## src/rtl/tmr_cclk_sel.sv

```systemverilog
module tmr_cclk_sel #(
  parameter int TAP_A = 1,
  parameter int TAP_B = 3,
  parameter int TAP_C = 5
) (
  input  logic       clk,
  input  logic       rst_n,
  input  logic       wr_en,
  input  logic [7:0] wr_data,
  output logic [7:0] rd_data,
  input  logic       run,
  input  logic       phase_mode,
  input  logic       casc_in,
  output logic       cnt_en,
  output logic       wr_while_run
);
  localparam int DIV_W = TAP_C + 1;
  localparam logic [2:0] SRC_FULL = 3'd0;
  localparam logic [2:0] SRC_CASC = 3'd4;

  logic [7:0]       ctrl;
  logic [DIV_W-1:0] div;
  logic             casc_s, lvl, lvl_q, hit;
  logic [1:0]       esel;

  wire [2:0] src  = ctrl[2:0];
  wire       rise = lvl & ~lvl_q;
  wire       fall = ~lvl & lvl_q;

  assign rd_data = ctrl;
  assign esel = (src == SRC_FULL || src == SRC_CASC) ? 2'b00 : ctrl[4:3];

  always_comb begin
    case (src)
      3'd1:    lvl = div[TAP_A];
      3'd2:    lvl = div[TAP_B];
      3'd3:    lvl = div[TAP_C];
      SRC_CASC: lvl = casc_s;
      default: lvl = 1'b0;
    endcase
  end

  always_comb begin
    if (src == SRC_FULL)      hit = 1'b1;
    else if (src > SRC_CASC)  hit = 1'b0;
    else begin
      case (esel)
        2'b00:   hit = rise;
        2'b01:   hit = fall;
        default: hit = rise | fall;
      endcase
    end
  end

  always_ff @(posedge clk or negedge rst_n) begin
    if (!rst_n) begin
      ctrl         <= '0;
      div          <= '0;
      casc_s       <= 1'b0;
      lvl_q        <= 1'b0;
      cnt_en       <= 1'b0;
      wr_while_run <= 1'b0;
    end else begin
      div    <= div + 1'b1;
      casc_s <= casc_in;
      lvl_q  <= lvl;
      cnt_en <= run & ~phase_mode & hit;
      if (wr_en) begin
        ctrl <= wr_data;
        if (run) wr_while_run <= 1'b1;
      end
    end
  end

  p_readback_r2: assert property (@(posedge clk) disable iff (!rst_n)
    wr_en |=> rd_data == $past(wr_data));
  p_full_every_r6: assert property (@(posedge clk) disable iff (!rst_n)
    (run && !phase_mode && rd_data[2:0] == 3'd0) |=> cnt_en);
  p_idle_codes_r8: assert property (@(posedge clk) disable iff (!rst_n)
    (rd_data[2:0] > 3'd4) |=> !cnt_en);
  p_phase_quiet_r9: assert property (@(posedge clk) disable iff (!rst_n)
    phase_mode |=> !cnt_en);
  p_run_gate_r10: assert property (@(posedge clk) disable iff (!rst_n)
    !run |=> !cnt_en);
  p_flag_set_r11: assert property (@(posedge clk) disable iff (!rst_n)
    (wr_en && run) |=> wr_while_run);
  p_flag_sticky_r11: assert property (@(posedge clk) disable iff (!rst_n)
    wr_while_run |=> wr_while_run);
  p_single_pulse_r12: assert property (@(posedge clk) disable iff (!rst_n)
    (cnt_en && rd_data[2:0] != 3'd0 && !wr_en && !$past(wr_en) && !$past(wr_en, 2))
    |=> !cnt_en);
  p_registered_r13: assert property (@(posedge clk) disable iff (!rst_n)
    cnt_en |-> ($past(run) && !$past(phase_mode)));
endmodule

```

## config.mk

```make
export PLATFORM = sky130hd
export DESIGN_NAME = tmr_cclk_sel
export DESIGN_NICKNAME = d
export VERILOG_FILES = /design/src/rtl/tmr_cclk_sel.sv
export SDC_FILE = /design/constraint.sdc
export NUM_CORES = 1
export LEC_CHECK = 0
export BUFFER_PORTS_ARGS = -buffer_cell sky130_fd_sc_hd__buf_4
export CAP_MARGIN = 15
export CELL_PAD_IN_SITES_DETAIL_PLACEMENT = 0
export CELL_PAD_IN_SITES_GLOBAL_PLACEMENT = 1
export CORE_ASPECT_RATIO = 1.4
export CORE_MARGIN = 10
export CORE_UTILIZATION = 40
export DETAILED_ROUTE_END_ITERATION = 8
export PLACE_DENSITY = 0.87
export SYNTH_ARGS = -nofsm -noshare
export SYNTH_HDL_FRONTEND = slang
export SYNTH_SLANG_ARGS = --single-unit
```

## constraint.sdc

```tcl
create_clock -name clk -period 3.6 [get_ports clk]
set_input_delay 0.72 -clock clk [delete_from_list [all_inputs] [get_ports clk]]
set_output_delay 0.72 -clock clk [all_outputs]
set_load 0.02 [all_outputs]
```

==> impl_metrics.csv <==
group,metric,value,unit
outcome,status,"finished clean",
die,ios,24,
timing,finalSetupViolations,0,
power_and_ir_drop,ir_drop,0.280,mV
power_and_ir_drop,powerDensity,409,mW/mm^2
layout,layout_commonest_cell,"buf_4",
clock_tree,cts_hold_buf,0,
worst_setup_path,crit_family,"compound AO/OA/AOI/OAI gates",
logic_synthesis,synth_cell_types,22,
clock_tree,clkSlewWorstSetupHoldPaths,0.10,ns
worst_setup_path,ff2ff_path_depth,7,
timing,skew,0.000824,ns
worst_setup_path,crit_end,"cnt_en$_DFF_PN0_",
layout,layout_common_cells,"23 x buf_4, 18 x dfrtp_1, 7 x mux2_2",
worst_setup_path,reg2reg_to,"cnt_en$_DFF_PN0_",
global_route,grt_pass1_wl,2.64,mm
power_and_ir_drop,p_seq_share,57.0,%
routing,drtIter0Drc,13,
timing,finalMaxSlewViolations,0,
timing,slew_headroom,78.3,%
worst_setup_path,crit_path_max_incr_delay,0.47,ns
worst_setup_path,start_kind,"flop",
global_route,gr-usage-all-layers,7.95,%
logic_synthesis,ys_warn_count,0,
routing,totalWireLength,1.56,mm
worst_setup_path,critPathSlowestCell,"dfrtp_1",
worst_setup_path,crit_start,"rd_data[1]$_DFFE_PN0P_",
placed_design,globalplace.congestion,0.716,
clock_tree,clk_latency,0.28,ns
global_route,grt_antenna_before_repair,0,
routing,drc,0,
timing,max_freq,0.542,GHz
timing,whs,0.284,ns
power_and_ir_drop,p_leak,0.000470,uW
global_route,grt.met1_usage,7.68,%
clock_tree,clockBufferDepth,2,
layout,nets,100,
logic_synthesis,syn_inst,57,
power_and_ir_drop,p_int,291,uW
worst_setup_path,path_buf_inv,0,
logic_synthesis,avgSynthCellArea,13.4,sq um
layout,antenna_cells,0,
power_and_ir_drop,p_switching,104,uW
worst_setup_path,crit_top_cell,"a21oi_1",
worst_setup_path,cp.required,3.82,ns
die,fp-row-count,18,
clock_tree,cts_htree_levels,1,
die,dieWidth,56.9,um
routing,viasPerCell,5.20,
timing,fin_tns_setup,0,ns
placed_design,port_buffers,23,
clock_tree,postCtsResizedCells,0,
job,drv_cap,0,
timing,rsz0062_at_grt,"false",
clock_tree,cts_tree,"yes",
power_and_ir_drop,switching_share,26.4,%
global_route,grt_util_met2,12.9,%
layout,drive_gt1_share,43.2,%
layout,instances_no_fill,101,
power_and_ir_drop,comb_power_share,18.4,%
timing,layout_min_cycle_time,1.84,ns
logic_synthesis,synth_edf_count,0,
timing,worst_slew_pin_slew,0.324,ns
timing,final-hold-violation-count,0,
worst_setup_path,crit_type,"reg2reg",
logic_synthesis,synth_seq_cells,18,
die,die_h,71.7,um
logic_synthesis,async_flop_share,100,%
logic_synthesis,synthTopCellsByArea,"dfrtp_1 59%, mux2_2 10%, ha_1 4.9%, xnor2_1 2.3%, xor2_1 2.3%",
timing,fin_crit_sh,51.2,%
clock_tree,clockRootBuffer,"clkbuf_4",
power_and_ir_drop,p_clk_share,24.6,%
placed_design,dp.cells,98,
global_route,grt.overflow.total,0,
routing,vias,525,
worst_setup_path,crit_chain,"mux2i_1 > mux2_4 > o32a_1 > ha_1 > a21oi_1 > o221ai_1 > a21oi_1",
worst_setup_path,critPathMaxFanout,8,
logic_synthesis,synth_top_area_share,59.0,%
global_route,met3_usage,3.88,%
global_route,grt_max_degree,19,
die,die-area,0.00408,sq mm
logic_synthesis,syn_area,763,sq um
clock_tree,cts_post_setup_buffers_inserted,0,
logic_synthesis,synthFlopType,"dfrtp_1",
global_route,busiest_layer,"met2",
clock_tree,cts_buffers,3,
worst_setup_path,cp.depth,7,
die,start_util,42.9,%
logic_synthesis,syn-num-nets,74,
die,coreArea,0.00178,sq mm
worst_setup_path,worstPathArrival,2.06,ns
worst_setup_path,rrSetupSlack,1.76,ns
global_route,grt_pass1_vias,645,
worst_setup_path,r2r_start,"rd_data[1]$_DFFE_PN0P_",
worst_setup_path,cp-end-kind,"flop",
clock_tree,cts.sinks,18,
logic_synthesis,synth_top_area_cell,"dfrtp_1",
placed_design,dp.final_hpwl,1.25,mm
routing,first_pass_iters,4,
routing,antenna_left,0,
routing,wire_per_inst,15.5,um
layout,syn2layout_area_growth,26.7,%
logic_synthesis,seq_area_frac_synth,59.0,%
min_path,min_path_type,"in2async",
## state kept, by name, summed over array words and instances (netlist names)
| name | count |
|---|---|
| div | 6 |
| casc_s | 1 |
| wr_while_run | 1 |
| rd_data | 8 |
| cnt_en | 1 |
| lvl_q | 1 |
## how the worst min path moves through the flow
stage	to	depth (start not counted)
after global routing	cnt_en$_DFF_PN0_	1
after detailed placement	div[0]$_DFF_PN0_	1
after CTS	rd_data[0]$_DFFE_PN0P_	1
after global placement	div[0]$_DFF_PN0_	1
final	rd_data[0]$_DFFE_PN0P_	1
after floorplan	div[0]$_DFF_PN0_	1
## routing by layer
metal | up-vias | wire (um)
li1 | 246 | -
met1 | 254 | 646
met2 | 21 | 725
met3 | 4 | 160
met4 | 0 | 30
met5 | - | 0
## cells in the mapped netlist, drive strengths merged, types with 2 or more instances
| cell type | count |
|---|---|
| xnor2 | 2 |
| nand2 | 3 |
| dfrtp | 18 |
| a21oi | 2 |
| ha | 3 |
| nand2b | 2 |
| nand3 | 2 |
| buf | 2 |
| xor2 | 2 |
| inv | 3 |
| o21ai | 2 |
| mux2 | 8 |
## power by group through the flow
stage | Combinational [uW] | Clock [uW] | Sequential [uW]
floorplan | 29.8 | 0 | 238
detailed placement | 74.0 | 0 | 230
global placement | 72.1 | 0 | 229
CTS | 74.2 | 99.2 | 226
finish | 72.6 | 97.3 | 225
global route | 80.2 | 109 | 228
## logic make-up (layout without fill, tap and decap cells)
kind of cell               count (synthesis)  count (layout)  share of synthesized area (%)
AOI/OAI and AO/OA                          9               9                           8.53
xor gates and xnor gates                   4               4                           4.59
adders and majority gates                  3               3                           4.92
buffers and inverters                      5              29                           3.61
DFF                                       18              18                           59.0
muxes                                      9               9                           13.6
and+or+nand+nor                            9               9                           5.74
## worst register-to-register path, stage by stage, from the launching register on
cell      delay (ns)
dfrtp_1         0.47
mux2i_1         0.15
mux2_4          0.27
o32a_1          0.17
ha_1            0.28
a21oi_1         0.16
o221ai_1        0.13
a21oi_1         0.14
## cell type report
cell class	count	area, sq um
fill	152	812
sequential	18	450
multi-input combinational	34	285
timing repair buffer	23	173
tap	20	25.0
clock buffer	3	22.5
inverter	3	11.3
## through the flow
stage	cell area (sq um)	worst slack (ns)	util, %	power, uW
2_1_floorplan	763	1.76	-	268
3_3_place_gp	945	1.84	53.1	301
3_5_place_dp	945	1.78	53.1	304
4_1_cts	967	1.75	54.4	399
5_1_grt	967	1.60	54.4	417
6_report	967	1.76	54.4	395
Note: power is estimated with default switching activity, not from simulation.
